## config.mk

```make
export PLATFORM = sky130hd
export DESIGN_NAME = pllreg_port
export DESIGN_NICKNAME = d
export VERILOG_FILES = /design/src/rtl/pllreg_pkg.sv /design/src/rtl/pllreg_addr.sv /design/src/rtl/pllreg_bank.sv /design/src/rtl/pllreg_rdmux.sv /design/src/rtl/pllreg_port.sv
export SDC_FILE = /design/constraint.sdc
export NUM_CORES = 1
export LEC_CHECK = 0
export BUFFER_PORTS_ARGS = -buffer_cell sky130_fd_sc_hd__buf_2
export CAP_MARGIN = 20
export CORE_MARGIN = 1.5
export CORE_UTILIZATION = 30
export DETAILED_ROUTE_END_ITERATION = 10
export GPL_TIMING_DRIVEN = 1
export PLACE_DENSITY = 0.49
export REMOVE_ABC_BUFFERS = 1
export SLEW_MARGIN = 20
export SYNTH_ARGS = -nofsm -noshare
export SYNTH_HDL_FRONTEND = slang
export SYNTH_SLANG_ARGS = --single-unit
```

## constraint.sdc

```tcl
create_clock -name clk -period 2.7 [get_ports clk]
set_clock_uncertainty 0.1 [all_clocks]
set_input_delay 0 -clock clk [delete_from_list [all_inputs] [get_ports clk]]
set_output_delay 0 -clock clk [all_outputs]
set_load 0.005 [all_outputs]
```

## src/rtl/pllreg_pkg.sv

```systemverilog
package pllreg_pkg;
  localparam int OFF_W  = 6;
  localparam int DATA_W = 8;
  localparam int FLD_W  = 2;

  // Register offsets (feedback dividers occupy FB_BASE .. FB_BASE+NUM_CLK-1)
  localparam logic [OFF_W-1:0] OFF_GEN  = 6'h01;
  localparam logic [OFF_W-1:0] OFF_REF  = 6'h03;
  localparam logic [OFF_W-1:0] OFF_POST = 6'h04;
  localparam logic [OFF_W-1:0] OFF_FB0  = 6'h08;
  localparam logic [OFF_W-1:0] OFF_EXT  = 6'h0C;

  // Pick the 2-bit post-divider field of clock idx from a packed byte
  function automatic logic [FLD_W-1:0] post_field(input logic [DATA_W-1:0] packed_r,
                                                  input int unsigned idx);
    logic [DATA_W-1:0] shifted;
    shifted = packed_r >> (FLD_W * idx);
    return shifted[FLD_W-1:0];
  endfunction

  // True when off addresses feedback divider slot of some clock
  function automatic logic is_fb_off(input logic [OFF_W-1:0] off, input int unsigned nclk);
    return (off >= OFF_FB0) && (int'(off - OFF_FB0) < nclk);
  endfunction
endpackage

```

## src/rtl/pllreg_addr.sv

```systemverilog
module pllreg_addr #(
  parameter int OFF_W  = 6,
  parameter int WE_BIT = 1
) (
  input  logic             clk,
  input  logic             rst,
  input  logic             addr_wr,
  input  logic [OFF_W+1:0] addr_in,
  output logic [OFF_W-1:0] off_q,
  output logic             we_q
);
  always_ff @(posedge clk) begin
    if (rst) begin
      off_q <= '0;
      we_q  <= 1'b0;
    end else if (addr_wr) begin
      off_q <= addr_in[OFF_W+1:2];
      we_q  <= addr_in[WE_BIT];
    end
  end
endmodule

```

## src/rtl/pllreg_bank.sv

```systemverilog
module pllreg_bank
  import pllreg_pkg::*;
#(
  parameter int NUM_CLK = 4
) (
  input  logic                      clk,
  input  logic                      rst,
  input  logic                      wr_evt,
  input  logic [OFF_W-1:0]          wr_off,
  input  logic [DATA_W-1:0]         wr_data,
  output logic [DATA_W-1:0]         gen_q,
  output logic [DATA_W-1:0]         ref_q,
  output logic [DATA_W-1:0]         post_q,
  output logic [DATA_W-1:0]         ext_q,
  output logic [NUM_CLK*DATA_W-1:0] fb_q
);
  function automatic logic hit(input logic [OFF_W-1:0] a, input logic [OFF_W-1:0] b);
    return a == b;
  endfunction

  always_ff @(posedge clk) begin
    if (rst) begin
      gen_q  <= '0;
      ref_q  <= '0;
      post_q <= '0;
      ext_q  <= '0;
    end else if (wr_evt) begin
      if (hit(wr_off, OFF_GEN))  gen_q  <= wr_data;
      if (hit(wr_off, OFF_REF))  ref_q  <= wr_data;
      if (hit(wr_off, OFF_POST)) post_q <= wr_data;
      if (hit(wr_off, OFF_EXT))  ext_q  <= wr_data;
    end
  end

  for (genvar n = 0; n < NUM_CLK; n++) begin : g_fb
    localparam logic [OFF_W-1:0] MY_OFF = OFF_FB0 + OFF_W'(n);
    always_ff @(posedge clk) begin
      if (rst)
        fb_q[n*DATA_W +: DATA_W] <= '0;
      else if (wr_evt && hit(wr_off, MY_OFF))
        fb_q[n*DATA_W +: DATA_W] <= wr_data;
    end
  end
endmodule

```

## src/rtl/pllreg_rdmux.sv

```systemverilog
module pllreg_rdmux
  import pllreg_pkg::*;
#(
  parameter int NUM_CLK = 4
) (
  input  logic [OFF_W-1:0]          off,
  input  logic [DATA_W-1:0]         gen_q,
  input  logic [DATA_W-1:0]         ref_q,
  input  logic [DATA_W-1:0]         post_q,
  input  logic [DATA_W-1:0]         ext_q,
  input  logic [NUM_CLK*DATA_W-1:0] fb_q,
  output logic [DATA_W-1:0]         rdata,
  output logic                      rd_hit
);
  logic [OFF_W-1:0] fb_idx;
  assign fb_idx = off - OFF_FB0;

  always_comb begin
    rdata  = '0;
    rd_hit = 1'b1;
    if (off == OFF_GEN)                rdata = gen_q;
    else if (off == OFF_REF)           rdata = ref_q;
    else if (off == OFF_POST)          rdata = post_q;
    else if (off == OFF_EXT)           rdata = ext_q;
    else if (is_fb_off(off, NUM_CLK))  rdata = fb_q[fb_idx*DATA_W +: DATA_W];
    else                               rd_hit = 1'b0;
  end
endmodule

```

## src/rtl/pllreg_port.sv

```systemverilog
module pllreg_port
  import pllreg_pkg::*;
#(
  parameter int NUM_CLK = 4,
  localparam int SEL_W  = $clog2(NUM_CLK)
) (
  input  logic                      clk,
  input  logic                      rst,
  input  logic                      addr_wr,
  input  logic [OFF_W+1:0]          addr_in,
  input  logic                      data_wr,
  input  logic [DATA_W-1:0]         data_in,
  output logic [DATA_W-1:0]         data_out,
  input  logic                      sel_wr,
  input  logic [SEL_W-1:0]          sel_in,
  output logic [SEL_W-1:0]          clk_sel,
  output logic [DATA_W-1:0]         gen_ctl,
  output logic [DATA_W-1:0]         ref_div,
  output logic [DATA_W-1:0]         post_sel,
  output logic [DATA_W-1:0]         ext_ctl,
  output logic [NUM_CLK*DATA_W-1:0] fb_div_all,
  output logic [FLD_W-1:0]          act_post,
  output logic [DATA_W-1:0]         act_fb,
  output logic [2:0]                mclk_post_code
);
  logic [OFF_W-1:0] off_q;
  logic             we_q;
  logic             wr_evt;
  logic             rd_hit;

  pllreg_addr #(.OFF_W(OFF_W), .WE_BIT(1)) u_addr (
    .clk(clk), .rst(rst), .addr_wr(addr_wr), .addr_in(addr_in),
    .off_q(off_q), .we_q(we_q)
  );

  // Write reaches the bank only with the latched enable flag
  assign wr_evt = data_wr & we_q;

  pllreg_bank #(.NUM_CLK(NUM_CLK)) u_bank (
    .clk(clk), .rst(rst), .wr_evt(wr_evt), .wr_off(off_q), .wr_data(data_in),
    .gen_q(gen_ctl), .ref_q(ref_div), .post_q(post_sel), .ext_q(ext_ctl),
    .fb_q(fb_div_all)
  );

  pllreg_rdmux #(.NUM_CLK(NUM_CLK)) u_rd (
    .off(off_q), .gen_q(gen_ctl), .ref_q(ref_div), .post_q(post_sel),
    .ext_q(ext_ctl), .fb_q(fb_div_all), .rdata(data_out), .rd_hit(rd_hit)
  );

  always_ff @(posedge clk) begin
    if (rst)         clk_sel <= '0;
    else if (sel_wr) clk_sel <= sel_in;
  end

  assign act_post       = post_field(post_sel, int'(clk_sel));
  assign act_fb         = fb_div_all[int'(clk_sel)*DATA_W +: DATA_W];
  assign mclk_post_code = ext_ctl[2:0];
endmodule

```

---- Word level (Yosys, flattened, before mapping) ----
Cells that the tools add are included.
W data, S select, Z words.
storage, ports and cells
  register bits ........................... 73
  input port bits ......................... 23
  output and inout port bits .............. 87
  word-level logic and storage cells ...... 41
operators by class
  add/subtract/negate cells ............... 2
  magnitude comparators ................... 2
  eq/ne operators ......................... 8
  shift-type cells ........................ 3
  mux-type cells .......................... 5
  bitwise gates (word level) .............. 1
  reductions and logical operators ........ 9
operators with widths
  kind                   number
  $mux W8                5
  $lt A32 B3 Y1 const B  1
  $shiftx A32 B10 Y8     1
  $shiftx A32 B6 Y8      1
  $eq A6 B4 Y1 const B   5
  $reduce_and A2 Y1      4
  $shr A8 B3 Y2          1
  $sub A6 B4 Y7 const B  1
  $eq A6 B1 Y1 const B   1
  $eq A6 B2 Y1 const B   1
  $eq A6 B3 Y1 const B   1
  $ge A6 B4 Y1 const B   1
  $sub A6 B4 Y6 const B  1
  $logic_and A1 B1 Y1    5
  $and A1 B1 Y1          1

---- Depth between registers and ports, before layout ----
Gate-level depths: netlist of run 1.
  word-level depth ........................ 8
  gate-level depth with buffers ........... 8
  mapped depth without buffers ............ 7

---- Cells and area by module ----
From an unflattened synthesis of run 1, not the netlist that was laid out.
second synthesis, totals
  cell total of the unflattened synthesis .. 359
  area, all modules ....................... 3,957.5 um2
modules (own cells, without submodules)
  module        instances  cells each  area an instance (um2)  sequential area each (um2)
  pllreg_bank   1          234         2,622.5                 1,281.2
  pllreg_rdmux  1          81          745.7                   0.0
  pllreg_port   1          22          341.6                   40.0
  pllreg_addr   1          22          247.7                   140.1

---- Worst setup path after synthesis of run 1 ----
Ideal clock, no wire load.
  path type ............................... register to register
  start ................................... register u_addr.off_q[0]
  end ..................................... register u_bank.ext_q[0]
  library setup time ...................... 128 ps
  arrival time ............................ 1,849 ps
  data required time ...................... 2,472 ps
  slack ................................... 624 ps
  cell stages (with the launch flop) ...... 7
  buffers on the path ..................... 2
  clock period less this slack ............ 2,076 ps
  cells stage by stage .................... dfxtp_1 -> buf_6 -> or4b_4 -> buf_6 -> nor4_4 -> mux2i_1 -> nor2_1
on the way
  cells in the longest elaborated chain, start to end .. 2
RTL lines
  what                         RTL line           RTL
  from (decl)                  pllreg_addr.sv:9   output logic [OFF_W-1:0] off_q,
  from (signal assigned)       pllreg_addr.sv:17  off_q <= addr_in[OFF_W+1:2];
  $eq A6 B4 Y1                 pllreg_bank.sv:18  return a == b;
  $reduce_and A2 Y1 (no line)  n/a
  to (signal assigned)         pllreg_bank.sv:31  if (hit(wr_off, OFF_EXT)) ext_q <= wr_data;
  to (decl)                    pllreg_bank.sv:14  output logic [DATA_W-1:0] ext_q,
No other way between the ends.
A chain may end at the register's enable or synchronous reset.

---- Worst setup path after layout of run 1 ----
  start ................................... register u_addr.off_q[5]
  end ..................................... output port data_out[5]
on the way
  cells in the longest elaborated chain, start to end .. 8
  elaborated cells between the ends (all ways) .. 15
  those cells by class .................... 2 x add/sub; 2 x order compare; 4 x eq/ne; 1 x shift; 5 x mux; 1 x reduce/logical
RTL lines
  what                 RTL line            RTL
  $sub A6 B4 Y7        pllreg_pkg.sv:23    return (off >= OFF_FB0) && (int'(off - OFF_FB0) < nclk);
  $lt A32 B3 Y1        pllreg_pkg.sv:23
  $logic_and A1 B1 Y1  pllreg_pkg.sv:23
  $mux W8              pllreg_rdmux.sv:25  else if (is_fb_off(off, NUM_CLK)) rdata = fb_q[fb_idx*DATA_W +: DATA_W];
  $mux W8              pllreg_rdmux.sv:24  else if (off == OFF_EXT) rdata = ext_q;
  $mux W8              pllreg_rdmux.sv:23  else if (off == OFF_POST) rdata = post_q;
  $mux W8              pllreg_rdmux.sv:22  else if (off == OFF_REF) rdata = ref_q;
  $mux W8 (*)          pllreg_rdmux.sv:21  if (off == OFF_GEN) rdata = gen_q;
  to (decl)            pllreg_port.sv:13   output logic [DATA_W-1:0] data_out,
Mark *: on every way between the ends. The rest lies on a longest branch, timed or not.

==> impl_metrics.json, run 1 <==
{
  "fin_setup_tns_ns": 0,
  "wl_per_cell_um": 17.6,
  "clk_pin_slew_ns": 0.06,
  "power_density_nw_per_um2": 541,
  "p_comb_frac": 0.085,
  "slowest_stage": "or4b_4",
  "synth.area.mux_share": 0.294,
  "wl_met2_um": 5310,
  "fmax_mhz": 391,
  "placed_cells": 592,
  "dr.first_iter.drc_count": 156,
  "start_kind": "flop",
  "setup_viol": 0,
  "rsz0062_at_grt": "false",
  "synth_compound_area_frac": 0.0771,
  "grt-ovfl-total": 0,
  "start_util": 0.311,
  "vias": 3177,
  "yosysMostFrequentCell": "nor2_1",
  "die-width_um": 113,
  "synth_area_leaders": "dfxtp_1 41%, mux2i_1 18%, mux4_2 11%, nor2_1 7.9%, clkbuf_1 2.6%",
  "relSlewSlack": 0.542,
  "die_h_um": 113,
  "drc": 0,
  "synth_top_cells_by_count": "76 x nor2_1, 73 x dfxtp_1, 65 x mux2i_1",
  "drt-met1-wl_um": 5140,
  "worstPathCellList": "or4b_4 -> or2_1 -> a2bb2oi_1 -> a221o_1 -> buf_2",
  "route.top_layer_used": "met4",
  "antenna_found_initial": 0,
  "multi_input_area_sq_um": 1950,
  "critical_path_class": "reg -> out",
  "dieArea_sq_um": 12700,
  "grt_max_degree": 42,
  "syn_to_final_growth_pct": 34.5,
  "coreArea_sq_um": 11600,
  "swShare": 0.227,
  "synthFlopType": "dfxtp_1",
  "netSwitchingPower_w": 0.000596,
  "status": "finished, final reports clean",
  "ir_drop_uv": 360,
  "cts_tree": "done",
  "cts_resized": 0,
  "clock-sinks": 73,
  "dp.final_hpwl_um": 7920,
  "netlist.area_leader.share": 0.406,
  "io_buffers": 108,
  "synth_edf_count": 0,
  "final_layout_size_suffix_gt1_frac": 0.333,
  "io_pins": 110,
  "seq_area_frac_synth": 0.406,
  "num_rows": 39,
  "cap_violations": 0,
  "nNetsFinal": 510,
  "synth_cell_types": 36,
  "synthAdderAreaFrac": 0.00695,
  "power.internal_w": 0.00202,
  "clockPowerShare": 0.494,
  "cts_max_path_buffers": 2,
  "grt_first_pass_wirelength_um": 17400,
  "seqPwrFrac": 0.420,
  "wirelength_um": 11100,
  "seq_area_sq_um": 1460,
  "numCtsBuffers": 9,
  "finalHoldViolCount": 0,
  "via_per_inst": 5.02,
  "path_max_fanout": 16,
  "clk_latency_ns": 0.33,
  "final_cells": 633,
  "p_leak_nw": 2.31,
  "wl_met3_um": 519,
  "async_flop_share": 0,
  "timing.final.crit_share": 0.947,
  "yosys_warnings": 0,
  "synth_area_sq_um": 3600,
  "post-route-min-period_ns": 2.56,
  "drt-pass1-iter-count": 8,
  "cp.arrival_ns": 2.46,
  "synth_seq_cells": 73,
  "hold_class": "in -> reg",
  "synth_xor_area_frac": 0,
  "gp_congestion": 0.806,
  "grt_use_total": 0.181,
  "maxSlewViolCount": 0,
  "synth-simple-area-share": 0.162,
  "syn_inst": 360,
  "slowest_delay_ns": 0.61,
  "nFillCells": 1167,
  "cts_hold_buf": 25,
  "first_global_vias": 3092,
  "cts_max_level": 3,
  "cts-root-buf": "clkbuf_16",
  "cp-end-kind": "output pin",
  "synth_top_family_by_area": "multiplexers",
  "yosysTopAreaCell": "dfxtp_1",
  "cts_post_setup_buffers_inserted": 0,
  "syn_avg_cell_area_sq_um": 10.0,
  "antenna_left": 0,
  "worstPathRequired_ns": 2.60,
  "worst_slew_pin_slew_ns": 0.686,
  "num_antenna_cells": 0
}
-- registers in the layout (all words and copies together) (netlist names) --
register and flops:
u_bank.fb_q 32, u_bank.ref_q 8, u_bank.ext_q 8, u_bank.gen_q 8, u_bank.post_q 8, clk_sel 2, u_addr.off_q 6, u_addr.we_q 1
-- layer usage --
| layer | vias to the layer above | global-route usage |
|---|---|---|
| li1 | 1521 | - |
| met1 | 1567 | 0.235 |
| met2 | 81 | 0.294 |
| met3 | 8 | 0.0389 |
| met4 | 0 | 0.0684 |
| met5 | - | 0 |
-- cell type report --
type | count | area share
Multi-Input combinational cell | 248 | 0.403
Timing Repair Buffer | 150 | 0.190
Clock inverter | 5 | 0.0163
Inverter | 3 | 0.00232
Tap cell | 143 | 0.0369
Clock buffer | 11 | 0.0501
Sequential cell | 73 | 0.302
-- power groups by stage --
stage	combinational, W	clock [W]	sequential (W)
final	0.000224	0.00130	0.00110
after global routing	0.000244	0.00138	0.00110
after CTS	0.000226	0.00132	0.00110
after detailed placement	0.000193	0	0.00113
after global placement	0.000191	0	0.00113
after floorplan	0.0000808	0	0.00113
-- path summary, 6_finish.rpt --
check | startpoint | endpoint | slack (ns) | cells past startpoint
worst max-delay path | u_addr.off_q[5] | data_out[5] | 0.14 | 5
worst min-delay path | addr_wr | u_addr.off_q[5] | 0.002 | 3
worst max register to register | u_addr.off_q[0] | u_bank.gen_q[3] | 0.56 | 6
worst min register to register | u_bank.gen_q[0] | u_bank.gen_q[0] | 0.42 | 2
-- stage by stage --
step | setup slack, ns | area [sq um] | util | total power (W) | hold slack, ns
2_1_floorplan | 0.0153 | 3420 | - | 0.00121 | -0.0309
3_3_place_gp | 0.481 | 4270 | 0.369 | 0.00132 | 0.135
3_5_place_dp | 0.485 | 4270 | 0.369 | 0.00132 | 0.145
4_1_cts | 0.136 | 4840 | 0.419 | 0.00265 | 0.00688
5_1_grt | 0.0333 | 4840 | 0.419 | 0.00273 | 0.0160
6_report | 0.144 | 4840 | 0.419 | 0.00262 | 0.00214
-- worst max-delay path, delay by kind of cell (launching register included) --
kind | cells | cell delay (ns)
compound gates | 2 | 0.54
buf+inv | 1 | 0.14
flops | 1 | 0.36
simple gates | 2 | 1.09
-- placed cells by master (no fill, tap or decap), drive strengths merged, types with 3 or more instances in the layout --
master,n
a21oi,8
a221o,7
a2bb2oi,7
buf,125
clkbuf,11
clkinv,4
dfxtp,73
dlygate4sd3,25
mux2i,65
mux4,18
nand2,17
nand2b,3
nor2,76
nor2b,8
o21ai,16
-- logic make-up after synthesis --
family,Yosys count
buf+inv,39
flops,73
simple gates,122
fa+ha+maj,2
compound gates,41
mux,83
Note: power is estimated with default switching activity, not from simulation.
==> run 2, diff against run 1 <==
--- a/config.mk
+++ b/config.mk
@@ -12,7 +12,6 @@
 export DETAILED_ROUTE_END_ITERATION = 10
 export GPL_TIMING_DRIVEN = 1
 export PLACE_DENSITY = 0.49
-export REMOVE_ABC_BUFFERS = 1
 export SLEW_MARGIN = 20
 export SYNTH_ARGS = -nofsm -noshare
 export SYNTH_HDL_FRONTEND = slang
==> run 2 against run 1 <==
Net effect:
- the run now ends with design-rule violations left
- final cell count shrank 0.16%
- highest routed layer unchanged
- global-route usage grew 0.30 points
- combinational power is essentially flat
- critical endpoint is now data_out[6]
- maximum frequency shrank 0.92%
- critical path depth grew 4
- wire length grew 1.2%
- sequential share of layout area shrank 0.18 points
- flip-flop and latch count is the same
- via count shrank 0.31%
- design area grew 0.67%
- clock power grew 7%
==> impl_metrics.json, run 2 (same netlist as run 1, synthesis figures left out) <==
{
  "cp-end-kind": "output pin",
  "clock-sinks": 73,
  "critical_path_class": "reg -> out",
  "via_per_inst": 5.01,
  "start_kind": "flop",
  "wirelength_um": 11200,
  "crit_top_cell": "ha_1",
  "power_density_nw_per_um2": 557,
  "endpoint": "data_out[6]",
  "path_max_fanout": 8,
  "maxSlewViolCount": 0,
  "fin_setup_tns_ns": 0,
  "die-width_um": 113,
  "numCtsBuffers": 9,
  "clk_pin_slew_ns": 0.06,
  "slowest_stage": "dfxtp_1",
  "drt-pass1-iter-count": 8,
  "grt_first_pass_wirelength_um": 17700,
  "antenna_left": 0,
  "ir_drop_uv": 329,
  "grt_max_degree": 38,
  "grt-ovfl-total": 0,
  "relSlewSlack": 0.507,
  "final_common_cell": "buf_2",
  "worstPathRequired_ns": 2.60,
  "clk_latency_ns": 0.33,
  "rsz0062_at_grt": "false",
  "timing.final.crit_share": 0.955,
  "antenna_found_initial": 0,
  "cts_max_path_buffers": 2,
  "hold_class": "in -> reg",
  "cp.arrival_ns": 2.48,
  "die_h_um": 113,
  "final_layout_size_suffix_gt1_frac": 0.331,
  "slowest_delay_ns": 0.53,
  "synth_fp_nets": 385,
  "setup_viol": 0,
  "nFillCells": 1152,
  "io_pins": 110,
  "coreArea_sq_um": 11600,
  "vias": 3167,
  "worstPathCellList": "inv_1 -> ha_1 -> ha_1 -> o41ai_1 -> nand4_1 -> buf_4 -> nand2b_1 -> a221oi_1 -> buf_2",
  "dieArea_sq_um": 12700,
  "final_cells": 632,
  "io_buffers": 108,
  "cts_tree": "done",
  "cts_max_level": 3,
  "cts-root-buf": "clkbuf_16",
  "post-route-min-period_ns": 2.58,
  "p_leak_nw": 2.32,
  "placed_cells": 590,
  "grt_use_total": 0.184,
  "violations": "design-rule violations",
  "finalHoldViolCount": 0,
  "timing.hold.ws_ns": 0.125,
  "r2r-end": "u_bank.fb_q[22]",
  "cap_violations": 0,
  "num_rows": 39,
  "drc": 12,
  "nNetsFinal": 509,
  "worst_slew_pin_slew_ns": 0.739,
  "first_global_vias": 3097,
  "largest_register_ffs": 32,
  "fmax_mhz": 388,
  "dp.final_hpwl_um": 7890,
  "worstReg2RegStart": "u_addr.off_q[4]",
  "seq_area_sq_um": 1460,
  "wl_per_cell_um": 17.8,
  "num_antenna_cells": 0,
  "top_register": "u_bank.fb_q",
  "worstSetupStartpoint": "u_addr.off_q[4]",
  "r2r_setup_slack_ns": 0.43,
  "gp_congestion": 0.805,
  "status": "complete, but fails checks",
  "dr.first_iter.drc_count": 203,
  "start_util": 0.311,
  "syn_to_final_growth_pct": 35.4,
  "layout_common_cells": "108 x buf_2, 76 x nor2_1, 72 x dfxtp_1",
  "rr_worst_depth": 4,
  "multi_input_area_sq_um": 1950
}
==> run 2: cell count changes in the layout (fill, tap and decap cells not counted), sizes merged <==
cell / previous run / this run
bufinv: 2 / 3
buf: 125 / 123
clkbuf: 11 / 12
clkinv: 4 / 1
dlygate4sd3: 25 / 26
inv: 2 / 3
==> run 2: what timing repair did <==
item	in CTS	in global routing
hold endpoints to repair	73	0
buffers inserted	0	0
setup endpoints to repair	0	6
hold buffers	26	0
resized for setup	0	2
==> run 2: report_power, final <==
| part | leakage [nW] | switching [W] | internal, W | total, W |
|---|---|---|---|---|
| combinational | 1.56 | 0.000119 | 0.000107 | 0.000226 |
| sequential | 0.590 | 0.0000169 | 0.00109 | 0.00110 |
| clock | 0.167 | 0.000453 | 0.000932 | 0.00139 |
==> run 2: final cells by class <==
type,count,area share
clock buffer,12,0.0505
clock inverter,4,0.0203
inverter,3,0.00231
multi-input combinational,248,0.400
sequential,73,0.300
tap,143,0.0367
timing repair buffer,149,0.190
==> run 2: critical path, delay by kind of cell (launching register included) <==
family | cells | cell delay [ns]
flip-flops | 1 | 0.53
buffers and inverters | 3 | 0.49
AO/OA/AOI/OAI | 2 | 0.47
adder cells (fa/ha/maj) | 2 | 0.38
AND/OR/NAND/NOR | 2 | 0.29
==> run 2: per-layer routing <==
metal	up-vias	wire (um)	part of all wire	GRT usage
met2	91	5180	0.46	0.289
met3	10	561	0.050	0.0324
met4	0	141	0.013	0.0726
met1	1541	5360	0.48	0.251
li1	1525	-	-	-
met5	-	0	0	0
==> run 2: through the flow <==
step	cell area, sq um	power (W)	utilization	worst slack (ns)
after floorplan	3600	0.00125	-	0.624
after global placement	4270	0.00132	0.369	0.434
after detailed placement	4270	0.00132	0.369	0.416
after CTS	4880	0.00275	0.422	0.0607
after global routing	4880	0.00281	0.422	0.0648
final	4880	0.00272	0.422	0.120
==> run 2: how the worst min path moves through the flow <==
stage / end / start / cells after the start
floorplan: clk_sel[0] / sel_in[0] / 2
global placement: u_addr.off_q[2] / addr_in[4] / 3
detailed placement: u_addr.off_q[2] / addr_in[4] / 3
CTS: u_bank.fb_q[27] / rst / 2
global route: u_bank.fb_q[20] / rst / 2
finish: u_bank.fb_q[19] / rst / 2
